$ cat config.mk
export PLATFORM = sky130hd
export DESIGN_NAME = bank_addr_decoder
export DESIGN_NICKNAME = d
export VERILOG_FILES = /design/src/rtl/bank_dec_pkg.sv /design/src/rtl/bank_match.sv /design/src/rtl/bank_priority.sv /design/src/rtl/bank_cfg_encode.sv /design/src/rtl/bank_addr_decoder.sv
export SDC_FILE = /design/constraint.sdc
export NUM_CORES = 1
export LEC_CHECK = 0
export BUFFER_PORTS_ARGS = -buffer_cell sky130_fd_sc_hd__buf_2
export CORE_ASPECT_RATIO = 0.8
export CORE_MARGIN = 2
export CORE_UTILIZATION = 56
export CTS_CLUSTER_DIAMETER = 150
export DETAILED_ROUTE_END_ITERATION = 12
export GPL_TIMING_DRIVEN = 0
export PLACE_DENSITY = 0.93
export SLEW_MARGIN = 20
export SYNTH_ARGS = -nofsm -noshare
export SYNTH_HDL_FRONTEND = slang
export SYNTH_HIERARCHICAL = 1
export SYNTH_SLANG_ARGS = --single-unit
$ cat constraint.sdc
create_clock -name clk -period 7.4 [get_ports clk]
set_input_delay 0.74 -clock clk [delete_from_list [all_inputs] [get_ports clk]]
set_output_delay 0.74 -clock clk [all_outputs]
set_load 0.005 [all_outputs]
$ cat src/rtl/bank_dec_pkg.sv
package bank_dec_pkg;
  localparam int CFG_W     = 32;  // configuration word width
  localparam int BASE_LSB  = 23;  // base field is [CFG_W-1:BASE_LSB]
  localparam int CODE_LSB  = 17;  // size code field start
  localparam int CODE_W    = 3;   // size code width
  localparam int MIN_LOG2  = 22;  // log2 of the smallest bank (4 MiB)
  localparam int VALID_BIT = 0;
  localparam logic [CODE_W-1:0] CODE_RSVD = '1;
  localparam int MAX_CODE  = (1 << CODE_W) - 2;

  function automatic logic [CFG_W-1:0] base_of(input logic [CFG_W-1:0] w);
    return {w[CFG_W-1:BASE_LSB], {BASE_LSB{1'b0}}};
  endfunction

  function automatic logic [CODE_W-1:0] code_of(input logic [CFG_W-1:0] w);
    return w[CODE_LSB +: CODE_W];
  endfunction
endpackage

$ cat src/rtl/bank_match.sv
module bank_match
  import bank_dec_pkg::*;
#(
  parameter int ADDR_W = CFG_W
) (
  input  logic [CFG_W-1:0]  cfg,
  input  logic              ctrl_en,
  input  logic [ADDR_W-1:0] addr,
  output logic              match,
  output logic [ADDR_W-1:0] rel
);
  logic [ADDR_W-1:0] base;
  logic [CODE_W-1:0] code;
  logic [ADDR_W:0]   span;
  logic              in_range;

  always_comb begin
    base     = ADDR_W'(base_of(cfg));
    code     = code_of(cfg);
    span     = (ADDR_W+1)'(1) << (MIN_LOG2 + int'(code));
    rel      = addr - base;
    in_range = (addr >= base) && ({1'b0, rel} < span);
    match    = ctrl_en && cfg[VALID_BIT] && (code != CODE_RSVD) && in_range;
  end
endmodule

$ cat src/rtl/bank_priority.sv
module bank_priority #(
  parameter int N     = 4,
  localparam int IDX_W = (N > 1) ? $clog2(N) : 1
) (
  input  logic [N-1:0]     req,
  output logic             any,
  output logic [IDX_W-1:0] idx,
  output logic [N-1:0]     grant
);
  always_comb begin
    idx   = '0;
    grant = '0;
    any   = |req;
    for (int k = N - 1; k >= 0; k--) begin
      if (req[k]) begin
        idx   = IDX_W'(k);
        grant = N'(1) << k;
      end
    end
  end

  always_comb begin
    assert_grant_onehot_R6: assert ($onehot0(grant) && ((grant & ~req) == '0));
  end
endmodule

$ cat src/rtl/bank_cfg_encode.sv
module bank_cfg_encode
  import bank_dec_pkg::*;
(
  input  logic [CFG_W-1:0] base_req,
  input  logic [CFG_W-1:0] size_req,
  output logic [CFG_W-1:0] word
);
  logic             legal;
  logic [CODE_W-1:0] code;

  always_comb begin
    legal = 1'b0;
    code  = '0;
    for (int c = 0; c <= MAX_CODE; c++) begin
      if (size_req == (CFG_W'(1) << (MIN_LOG2 + c))) begin
        legal = 1'b1;
        code  = CODE_W'(c);
      end
    end
    word = '0;
    if (legal) begin
      word                    = base_of(base_req);
      word[CODE_LSB +: CODE_W] = code;
      word[VALID_BIT]          = 1'b1;
    end
  end
endmodule

$ cat src/rtl/bank_addr_decoder.sv
module bank_addr_decoder
  import bank_dec_pkg::*;
#(
  parameter int NUM_BANKS = 4,
  parameter int ADDR_W    = CFG_W,
  localparam int IDX_W    = (NUM_BANKS > 1) ? $clog2(NUM_BANKS) : 1,
  localparam int LARGEST  = 1 << (MIN_LOG2 + MAX_CODE)
) (
  input  logic                         clk,
  input  logic                         rst,
  input  logic                         ctrl_en,
  input  logic [NUM_BANKS*CFG_W-1:0]   bank_cfg,
  input  logic [ADDR_W-1:0]            addr,
  output logic                         hit,
  output logic [IDX_W-1:0]             bank_idx,
  output logic [ADDR_W-1:0]            offset,
  input  logic [CFG_W-1:0]             enc_base,
  input  logic [CFG_W-1:0]             enc_size,
  output logic [CFG_W-1:0]             enc_word
);
  logic [NUM_BANKS-1:0] match;
  logic [ADDR_W-1:0]    rel [NUM_BANKS];
  logic [NUM_BANKS-1:0] grant;
  logic                 any_d;
  logic [IDX_W-1:0]     idx_d;
  logic [ADDR_W-1:0]    off_d;
  logic [CFG_W-1:0]     word_d;

  for (genvar b = 0; b < NUM_BANKS; b++) begin : g_bank
    bank_match #(.ADDR_W(ADDR_W)) u_match (
      .cfg     (bank_cfg[b*CFG_W +: CFG_W]),
      .ctrl_en (ctrl_en),
      .addr    (addr),
      .match   (match[b]),
      .rel     (rel[b])
    );
  end

  bank_priority #(.N(NUM_BANKS)) u_prio (
    .req   (match),
    .any   (any_d),
    .idx   (idx_d),
    .grant (grant)
  );

  always_comb begin
    off_d = '0;
    for (int b = 0; b < NUM_BANKS; b++)
      if (grant[b]) off_d = rel[b];
  end

  bank_cfg_encode u_enc (
    .base_req (enc_base),
    .size_req (enc_size),
    .word     (word_d)
  );

  always_ff @(posedge clk) begin
    if (rst) begin
      hit      <= 1'b0;
      bank_idx <= '0;
      offset   <= '0;
      enc_word <= '0;
    end else begin
      hit      <= any_d;
      bank_idx <= any_d ? idx_d : '0;
      offset   <= any_d ? off_d : '0;
      enc_word <= word_d;
    end
  end

  assert_en_gate_R5: assert property (@(posedge clk) disable iff (rst)
    !ctrl_en |=> !hit);

  assert_miss_clean_R7: assert property (@(posedge clk) disable iff (rst)
    !hit |-> (offset == '0 && bank_idx == '0));

  assert_offset_bound_R2: assert property (@(posedge clk) disable iff (rst)
    hit |-> ({1'b0, offset} < (ADDR_W+1)'(LARGEST)));

  assert_enc_form_R9: assert property (@(posedge clk) disable iff (rst)
    (enc_word != '0) |-> (enc_word[VALID_BIT] &&
      code_of(enc_word) != CODE_RSVD && enc_word[BASE_LSB-1:1] == '0 ||
      enc_word[VALID_BIT] && code_of(enc_word) != CODE_RSVD &&
      enc_word[CODE_LSB-1:1] == '0 && enc_word[BASE_LSB-1:CODE_LSB+CODE_W] == '0));
endmodule

Yosys cells after proc, flatten, opt, wreduce, memory -nomap -nowiden. Index checks and enable logic that the tools add are counted. Widths: inputs -> output; s select.

Register bits after elaboration: 67. Bits of input ports: 227. Output and inout port bits: 67. Word-level logic and storage cells: 87.

Add/sub/neg operators: 8. Magnitude comparators: 8. Equal/unequal tests: 11. Shifts and indexed selects: 4. Multiplexer cells: 25. Bitwise operators: 2. Reductions and logical operators: 22.

Operators by type and width (count): $lt 32x33->1 (4); $shl 1x32->33 const A (4); $ge 32x32->1 (4); $mux 32 (4); $sub 32x32->32 (4); $eq 32x23->1 const B (1); $eq 32x24->1 const B (1); $eq 32x25->1 const B (1); $eq 32x26->1 const B (1); $eq 32x27->1 const B (1); $eq 32x28->1 const B (1); $eq 32x29->1 const B (1); $add 5x3->6 const A (4); $logic_and 1x1->1 (16); $mux 4 (4); $ne 3x3->1 const B (4); $mux 1 (10); $mux 3 (3); $mux 2 (4); $reduce_or 4->1 (2); $reduce_or 3->1 (2); $reduce_or 2->1 (2); $not 1->1 (2).

Longest topological paths before layout. Gate-level depths: netlist of run 1.

Depth in word-level cells: 13. Gate-level depth with buffers: 23. Gate-level depth less buffers: 21.

Modules after synthesis. The synthesis of run 1 kept the hierarchy.

Modules (own cells, without submodules): bank_addr_decoder (times used 1, cells each 267, area each 2997.9 um2, sequential area each 1341.3 um2); bank_match at g_bank[3].u_match (times used 1, cells each 158, area each 1139.8 um2, sequential area each 0.0 um2); bank_match at g_bank[1].u_match (times used 1, cells each 158, area each 1132.3 um2, sequential area each 0.0 um2); bank_match at g_bank[2].u_match (times used 1, cells each 154, area each 1122.3 um2, sequential area each 0.0 um2); bank_match at g_bank[0].u_match (times used 1, cells each 160, area each 1119.8 um2, sequential area each 0.0 um2); bank_cfg_encode (times used 1, cells each 74, area each 568.0 um2, sequential area each 0.0 um2); bank_priority (times used 1, cells each 11, area each 61.3 um2, sequential area each 0.0 um2).

Worst setup path after synthesis of run 1. OpenSTA, ideal clock, no wires.

Path kind: in2reg. Start: input port addr[23]. End: register offset[6]. Setup time: 0.128 ns. Data arrival time: 4.341 ns. Required time: 7.272 ns. Setup slack: 2.932 ns. Stages: 21. Buffers on the path: 2. Cells stage by stage: inv_1 -> ha_1 -> inv_1 -> fa_1 -> a21o_1 -> a211oi_2 -> o21ai_1 -> a21oi_2 -> xnor2_1 -> ha_1 -> nand3_1 -> nor2_1 -> a221oi_1 -> o21ai_0 -> nor3_1 -> nor2_1 -> and2_1 -> buf_2 -> clkbuf_4 -> a221oi_1 -> o41ai_2.

RTL lines: from (decl) (RTL line bank_addr_decoder.sv:13) `input logic [ADDR_W-1:0] addr,`; to (signal assigned) (RTL line bank_addr_decoder.sv:67) `offset <= any_d ? off_d : '0;`; to (decl) (RTL line bank_addr_decoder.sv:16) `output logic [ADDR_W-1:0] offset,`.

==> summary.md, run 1 <==
| Metric | Value |
|---|---|
| WP buf/inv | 5 |
| CP max FO | 10 |
| CTS tree | yes |
| Vias in the first global route | 7877 |
| WP data required | 7600 ps |
| Proportion of power drawn by the clock network | 32.4% |
| First-pass GRT wire length | a little under 40 mm |
| Initial antenna violation count | 1 |
| First drt pass iteration count | 6 |
| Seq/Total Area, Yosys | 16.5% |
| Sequential power share | between 20% and 30% |
| DR WL/cell | about 18 um |
| Post-CTS Setup Repair Bufs | 0 |
| Switching portion of total power | between 30% and 40% |
| HPWL Detailed | between 15 and 20 mm |
| Clock-pin slew on the worst setup and hold paths | approximately 60 ps |
| Crit path max-delay family | compound AO/OA/AOI/OAI gates |
| Top-level port count | approximately 290 |
| Crit path DAT | about 5500 ps |
| Final setup fails | 0 |
| Hold_buf cts | 0 |
| Post-DRT Antenna Nets | 0 |
| Crit share post-route | a little over 70% |
| Netlist Area Pre-Place | 8140 sq um |
| Hold Path Class | primary input to register |
| Minimum clock period | around 5300 ps |
| Fmax | approximately 190 MHz |
| CP startpoint kind | primary input |
| Post-synthesis register bit count | 67 |
| Post-route setup TNS | 0 ps |
| Post-Syn Area per Cell | 8.29 sq um |
| Total wire length | 24.6 mm |
| Core area | roughly 14000 sq um |
| TritonCTS Buffers | 9 |
| Critical path's slowest cell | nor3_1 |
| Worst slew pin tran | 826 ps |
| Routability cong. | 0.969 |
| H-tree depth | 3 |
| Global-route usage over all layers | between 30% and 40% |
| Int Power | 0.875 mW |
| Via/cell ratio | approximately 6 |
| Fin. max-slew vios | 0 |
| Die Wd | between 100 and 150 um |
| Die footprint | about 16000 sq um |
| Largest net degree at the start of global routing | 15 |
| CP max stage delay | around 700 ps |
| GRT overflow | 0 |
| Peak supply drop | around 0.12 mV |
| CTS Buffer Depth | 2 |
| Layout cells sized above 1 | around a third |
| Initial Util | between 50% and 60% |
| YS warnings | 6 |
| Crit. End Element | register |
| Post-synthesis cell type count | 67 |
| PD cells | between 100 and 150 nW/um^2 |
| Most common flop cell mapped by yosys | dfxtp_1 |
| # clock sinks | 67 |
| Max Cap Viol | 0 |
| Worst hold margin | roughly 670 ps |
| Drt drc | 0 |
| Final Net Count | 1535 |
| Async SR Flop Fraction | 0% |
| Grt peak-use layer | met2 |
| Run status | complete, no violations |
| Port bufs | ~190 |
| # rows | 39 |
| Post-synth EDFFs | 0 |
| Die Ht | ~110 um |
| Final Hold Viols | 0 |
| CTS resizes | 0 |
| Worst path cell trace | buf_2, inv_1, ha_1, inv_1, fa_1, a21o_1, a211oi_2, o21ai_1, a21oi_2, xnor2_1, ha_1, nand3_1, nor2_1, a221oi_1, o21ai_0, nor3_1, nor2_1, and2_1, buf_2, clkbuf_1, nor2b_1, o41ai_2 |
| M1 GR Usage | about two fifths |
| Met3 usage | under 10% |
| Critical path class | primary input to register |
| RSZ-0062 raised after global routing | false |
| Max transition margin | around 45% |
| Clock Tree Root | clkbuf_16 |
| Pleak | between 4 and 5 nW |
| Sw Pwr | a little over 0.5 mW |
| Combinational Power Share | 40.8% |
| P&R area growth vs syn | 18.8% |
| Initial DRC count | slightly above 700 |
| Gate count of the mapped netlist | around 980 |
| Met2 Usage GRT | roughly half |
| Routed vias | around 8000 |
==> sequential cells by signal (all words and copies together), names as in the netlist <==
name      flops
bank_idx      2
enc_word     32
hit           1
offset       32
==> logic make-up (layout without fill, tap and decap cells) <==
| family | Yosys count | count (layout) | share of synthesized area [%] |
|---|---|---|---|
| fa+ha+maj | 112 | 112 | 17.6 |
| xor+xnor | 31 | 31 | 3.33 |
| simple gates | 341 | 341 | 22.9 |
| compound gates | 207 | 207 | 22.9 |
| flops | 67 | 67 | 16.5 |
| other cells | 1 | 20 | 0.0461 |
| buf+inv | 223 | 424 | 16.8 |
==> worst paths after layout <==
path / endpoint / start / slack, ps / cells past startpoint
hold / removal: enc_word[31] / rst / 670 / 2
setup / recovery: offset[16] / addr[23] / 2140 / 22
==> synthesized netlist by cell type, drive strengths merged, types with 5 or more instances <==
library cell	number	area (sq um)
a211oi	21	223
a21o	15	113
a21oi	47	246
a221oi	31	334
buf	138	1040
clkbuf	17	68.8
dfxtp	67	1340
ha	108	1350
inv	68	255
nand2	60	225
nand2b	5	38.8
nand3	64	320
nand4	16	121
nor2	45	169
nor2b	86	546
nor3	17	95.1
nor4	29	194
o211ai	6	50.1
o21ai	29	156
o41ai	32	513
xnor2	18	158
xor2	13	114
==> cells in the final DEF (no fill, tap or decap), types with 14 or more instances in the layout <==
cell type and instances:
nor2b_1 85, conb_1 19, inv_1 67, clkbuf_1 15, a21o_1 15, a21oi_1 44, nor2_1 45, xnor2_1 18
nor3_1 15, ha_1 108, buf_2 198, a221oi_1 21, nor4_1 27, o41ai_2 31, nand4_1 14, o21ai_0 21
nand2_1 60, buf_4 115, nand3_1 64, dfxtp_1 67
==> through the flow <==
stage | setup WS [ps] | utilization (%) | power (mW) | cell area [sq um] | cells
final | 2140 | 67.9 | 1.39 | 9680 | 1386
after floorplan | 2930 | - | 0.762 | 8210 | 1000
after global routing | 1960 | 67.9 | 1.46 | 9680 | 1386
after global placement | 2020 | 65.7 | 0.905 | 9370 | 1369
after CTS | 2210 | 67.9 | 1.38 | 9670 | 1385
after detailed placement | 1940 | 65.7 | 0.927 | 9370 | 1369
==> power by group through the flow <==
stage,combinational [mW],clock (mW),sequential (mW)
finish,0.566,0.449,0.372
global route,0.621,0.469,0.372
CTS,0.552,0.453,0.372
detailed placement,0.547,0,0.380
global placement,0.525,0,0.379
floorplan,0.381,0,0.381
==> metal layers <==
| metal | vias to the layer above | wire length [um] |
|---|---|---|
| li1 | 3857 | - |
| met1 | 3704 | 10100 |
| met2 | 438 | 11100 |
| met3 | 96 | 2280 |
| met4 | 0 | 1170 |
| met5 | - | 0 |
==> layout make-up <==
class	instances	area [sq um]
buffer	155	1110
sequential	67	1340
timing repair buffer	185	926
multi-input combinational	710	5500
inverter	68	255
antenna	1	2.50
tap	184	230
fill	1139	4570
clock buffer	9	225
clock inverter	7	82.6
Note: power is estimated with default switching activity, not from simulation.
==> run 2: changes to the inputs <==
- CORE_UTILIZATION: 56 -> 47
- PLACE_DENSITY: 0.93 -> 0.83
- clock period: 7.4 -> 4.71 ns (I/O delays scaled with it)
==> summary.md, run 2 (synthesis gave the netlist of run 1 again) <==
| Metric | Value |
|---|---|
| Grt peak-use layer | met2 |
| Initial antenna violation count | 2 (+1) |
| Clock-pin slew on the worst setup and hold paths | 50 ps (about the same) |
| First drt pass iteration count | 5 (-1) |
| Worst path cell trace | buf_2, inv_1, ha_1, inv_1, fa_1, a21o_1, a211oi_2, o21ai_1, a21oi_2, xnor2_2, ha_1, nand3_1, nor2_1, a221oi_1, o21ai_0, nor3_2, nor2_1, and2_1, buf_2, buf_2, nor2b_1, o41ai_2 |
| Max Cap Viol | 0 (unchanged) |
| HPWL Detailed | 19.3 mm (about the same) |
| Die Ht | 122 um (+8.8%) |
| Total wire length | 23.9 mm (-2.8%) |
| Initial DRC count | 574 (-21%) |
| Final Util | 56.9% (-11 points) |
| Crit share post-route | 96.2% |
| Critical path class | primary input to register |
| Drt drc | 0 (unchanged) |
| Max transition margin | 55.1% (+11 points) |
| P&R area growth vs syn | 20.0% |
| Tot Pwr | 2.15 mW (+55%) |
| Die Wd | 151 um (+8.9%) |
| Peak supply drop | 0.188 mV (+62%) |
| Post-route setup TNS | 0 ps (unchanged) |
| Most common cell after layout, fill and taps aside | buf_2 |
| Largest net degree at the start of global routing | 13 (-2) |
| RSZ-0062 raised after global routing | true |
| Vias in the first global route | 7407 (-6.0%) |
| Clock Tree Root | clkbuf_16 |
| Final Hold Viols | 0 (unchanged) |
| CTS tree | yes |
| CP max stage delay | 430 ps (-270 ps) |
| PD cells | 221 nW/um^2 (+54%) |
| Via/cell ratio | 5.48 (-6.1%) |
| Crit path max-delay family | compound AO/OA/AOI/OAI gates |
| Die footprint | 18400 sq um (+19%) |
| CP max FO | 10 (unchanged) |
| CP startpoint kind | primary input |
| First-pass GRT wire length | 37.6 mm (-4.4%) |
| Post-DRT Antenna Nets | 0 (unchanged) |
| Routability cong. | 0.964 (-0.53%) |
| Final Net Count | 1537 (+0.13%) |
| Minimum clock period | around 4500 ps |
| WP data required | 4910 ps (-2690 ps) |
| Crit path DAT | 4730 ps (-730 ps) |
| Fin. max-slew vios | 0 (unchanged) |
| CP dominant cell by count | buf_2 |
| Routed vias | 7830 (-3.3%) |
| Critical path's slowest cell | o41ai_2 |
| Worst slew pin tran | 668 ps (-158 ps) |
| Met3 usage | 5.43% (-2.2 points) |
| Port bufs | 185 (unchanged) |
| Core area | 17200 sq um (+20%) |
| Layout cells sized above 1 | 35.2% (+0.72 points) |
| Hold Path Class | primary input to register |
| Worst hold margin | 390 ps (-277 ps) |
| Pleak | 4.67 nW (+0.91%) |
| H-tree depth | 3 (unchanged) |
| Initial Util | 47.4% (-9.7 points) |
| GRT overflow | 0 (unchanged) |
| Crit. End Element | register |
| Most frequent cells in the layout | buf_2, buf_4, ha_1 |
| WP buf/inv | 5 (unchanged) |
| Fmax | ~220 MHz |
| # rows | 43 (+10%) |
| # clock sinks | 67 (unchanged) |
| Top flop regs | enc_word (32), offset (32), bank_idx (2) |
| Non-Filler Instances | 1428 (+3.0%) |
| Top-level port count | 294 (unchanged) |
| DR WL/cell | 16.8 um (-5.6%) |
| Met2 Usage GRT | 41.6% (-8.5 points) |
| Global-route usage over all layers | 26.0% (-5.3 points) |
| Final setup fails | 0 (unchanged) |
| DP Cell Count | 1410 (+3.0%) |
| M1 GR Usage | 35.2% (-4.4 points) |
| TritonCTS Buffers | 9 (unchanged) |
| CTS Buffer Depth | 2 (unchanged) |
| Run status | complete, no violations |
run 2: path summary, 6_finish.rpt:
check,from,to,depth (start not counted)
setup / recovery,addr[23],offset[31],22
hold / removal,rst,enc_word[0],2
run 2: repair_timing:
| action | in CTS | in global routing |
|---|---|---|
| pin swaps | 0 | 6 |
| setup buffers | 0 | 2 |
| gates cloned | 0 | 0 |
| hold buffers | 0 | 0 |
| endpoints found under the setup margin | 28 | 32 |
| endpoints found under the hold margin | 0 | 0 |
| resized for setup | 1 | 19 |
run 2: cell type report:
| cell class | instances | area, sq um |
|---|---|---|
| sequential | 67 | 1340 |
| multi-input combinational | 710 | 5530 |
| inverter | 68 | 255 |
| fill | 1571 | 7400 |
| buffer | 155 | 1120 |
| tap | 225 | 282 |
| timing repair buffer | 187 | 941 |
| clock inverter | 2 | 35.0 |
| clock buffer | 13 | 260 |
| antenna | 1 | 2.50 |
run 2: where the power goes:
group | leakage, nW | total (mW) | internal [mW] | switching [mW]
sequential | 0.545 | 0.585 | 0.581 | 0.00353
clock | 0.146 | 0.678 | 0.435 | 0.243
combinational | 3.98 | 0.892 | 0.377 | 0.514
total | 4.67 | 2.15 | 1.39 | 0.761
run 2: metrics by stage:
step	worst slack [ps]	cell area, sq um
after floorplan	511	8210
after global placement	-428	9420
after detailed placement	-463	9420
after CTS	89.7	9720
after global routing	-66.1	9770
final	179	9770
run 2: per-layer routing:
metal | up-vias | wire [um]
li1 | 3859 | -
met1 | 3624 | 10700
met2 | 292 | 10800
met3 | 55 | 1690
met4 | 0 | 698
met5 | - | 0
==> run 3: changes to the inputs <==
- CORE_UTILIZATION: 47 -> 52
- PLACE_DENSITY: 0.83 -> 0.87
- clock period: 4.71 -> 4.9 ns (I/O delays scaled with it)
==> summary.md, run 3 (synthesis gave the netlist of run 1 again) <==
| Metric | Value |
|---|---|
| Die Ht | 116 um (-4.8%) |
| Max transition margin | 56.2% (+1.1 points) |
| Initial Util | 53.7% (+6.3 points) |
| Post-DRT Antenna Nets | 0 (unchanged) |
| Top-level port count | 294 (unchanged) |
| WP data required | 5110 ps (+200 ps) |
| Vias in the first global route | 7571 (+2.2%) |
| Total wire length | 24.1 mm (+0.59%) |
| Routability cong. | 0.982 (+1.8%) |
| Core area | 15200 sq um (-12%) |
| P&R area growth vs syn | 18.9% |
| Die footprint | 16700 sq um (-9.3%) |
| CTS tree | yes |
| Hold path start | rst |
| Worst slew pin tran | 651 ps (-16.4 ps) |
| DR WL/cell | 17.0 um (+1.7%) |
| Worst path cell trace | buf_2, inv_1, ha_1, inv_1, fa_1, a21o_1, a211oi_2, o21ai_1, a21oi_2, xnor2_1, ha_1, nand3_1, nor4_1, o21ai_0, a21oi_2, nor3_2, nor2_1, and2_1, buf_2, buf_2, a221oi_1, o41ai_2 |
| Max Cap Viol | 0 (unchanged) |
| CP dominant cell by count | buf_2 |
| Wl on met1 | 10.3 mm (-4.0%) |
| Switching portion of total power | 36.9% (+1.6 points) |
| DP Cell Count | 1395 (-1.1%) |
| Sw Pwr | 0.741 mW (-2.6%) |
| Clock-pin slew on the worst setup and hold paths | 60 ps (about the same) |
| Final Hold Viols | 0 (unchanged) |
| Clock Tree Root | clkbuf_16 |
| Peak supply drop | 0.172 mV (-8.4%) |
| Tot Pwr | 2.01 mW (-6.7%) |
| Critical path class | primary input to register |
| DR top layer | met4 |
| H-tree depth | 3 (unchanged) |
| Met3 wire len | 2.04 mm (+21%) |
| FILL cells | 1305 (-17%) |
| Crit. End Element | register |
| TritonCTS Buffers | 9 (unchanged) |
| Combinational Power Share | 42.4% (+1.0 points) |
| Hold Path Class | primary input to register |
| Initial DRC count | 677 (+18%) |
| Post-CTS Setup Repair Bufs | 0 (unchanged) |
| CP startpoint kind | primary input |
| Sequential power share | 28.0% (+0.9 points) |
| Via/cell ratio | 5.68 (+3.6%) |
| Initial antenna violation count | 0 (-2) |
| First drt pass iteration count | 5 (unchanged) |
| Non-Filler Instances | 1412 (-1.1%) |
| Worst hold margin | 413 ps (+22.9 ps) |
| Routed vias | 8023 (+2.5%) |
| Most frequent cells in the layout | buf_2, buf_4, ha_1 |
| PD cells | 208 nW/um^2 (-5.9%) |
| HPWL Detailed | 19.4 mm (+0.91%) |
| CP max stage delay | 390 ps (-40 ps) |
| Pleak | 4.62 nW (-1.1%) |
| Final setup fails | 0 (unchanged) |
| Critical path's slowest cell | fa_1 |
| Int Power | 1.27 mW (-9.0%) |
| Hold_buf cts | 0 (unchanged) |
| Wire length on met2 | 11.0 mm (+1.2%) |
| Die Wd | 144 um (-4.8%) |
| Drt drc | 0 (unchanged) |
| Top flop regs | enc_word (32), offset (32), bank_idx (2) |
| Largest net degree at the start of global routing | 13 (unchanged) |
| Fmax | about 220 MHz |
| First-pass GRT wire length | 37.3 mm (-0.70%) |
| Port bufs | 185 (unchanged) |
| Run status | complete, no violations |
| # rows | 40 (-7.0%) |
| GRT overflow | 0 (unchanged) |
| Final Net Count | 1535 (-0.13%) |
| CTS Buffer Depth | 2 (unchanged) |
| CP startpoint | addr[23] |
| Proportion of power drawn by the clock network | 29.6% (-1.9 points) |
| Most common cell after layout, fill and taps aside | buf_2 |
| WP buf/inv | 5 (unchanged) |
| # clock sinks | 67 (unchanged) |
| Global-route usage over all layers | 28.4% (+2.4 points) |
| Crit path max-delay family | compound AO/OA/AOI/OAI gates |
| Final Util | 63.8% (+6.9 points) |
| Minimum clock period | 4610 ps |
| Layout cells sized above 1 | 34.7% (-0.52 points) |
| Crit path DAT | 4820 ps (+90 ps) |
| Crit share post-route | around 94% |
| Fin. max-slew vios | 0 (unchanged) |
| CP max FO | 10 (unchanged) |
-- run 3: final cells by class --
type / count / area, sq um / share of cell area (%)
clock buffer: 10 / 239 / 2.47
antenna: 2 / 5.00 / 0.0517
buffer: 155 / 1110 / 11.5
multi-input combinational: 710 / 5510 / 56.9
inverter: 68 / 255 / 2.64
tap: 210 / 263 / 2.71
timing repair buffer: 185 / 926 / 9.56
clock inverter: 5 / 30.0 / 0.310
sequential: 67 / 1340 / 13.9
-- run 3: repair_timing --
| action | CTS | global route |
|---|---|---|
| setup endpoints to repair | 0 | 32 |
| hold endpoints to repair | 0 | 0 |
| resized for setup | 0 | 4 |
-- run 3: stage by stage --
step	setup slack [ps]	area [sq um]	setup TNS, ps
floorplan	682	8210	0
global placement	-185	9400	-4050
detailed placement	-273	9400	-6450
CTS	77.6	9670	0
global route	-27.6	9680	-27.6
finish	286	9680	0
-- run 3: final timing paths --
kind / endpoint / cells past startpoint / slack [ps]
min: enc_word[31] / 2 / 410
max: offset[25] / 22 / 290
-- run 3: power by group through the flow --
stage	Clock, mW	Combinational, mW	Sequential, mW
after floorplan	0	0.575	0.576
after global placement	0	0.797	0.573
after detailed placement	0	0.830	0.574
after CTS	0.601	0.834	0.562
after global routing	0.622	0.936	0.563
final	0.595	0.853	0.562
-- run 3: metal layers --
layer / global-route usage, % / vias up
li1: - / 3861
met1: 37.9 / 3757
met3: 5.37 / 68
met4: 10.3 / 0
met2: 46.0 / 337
met5: 0 / -
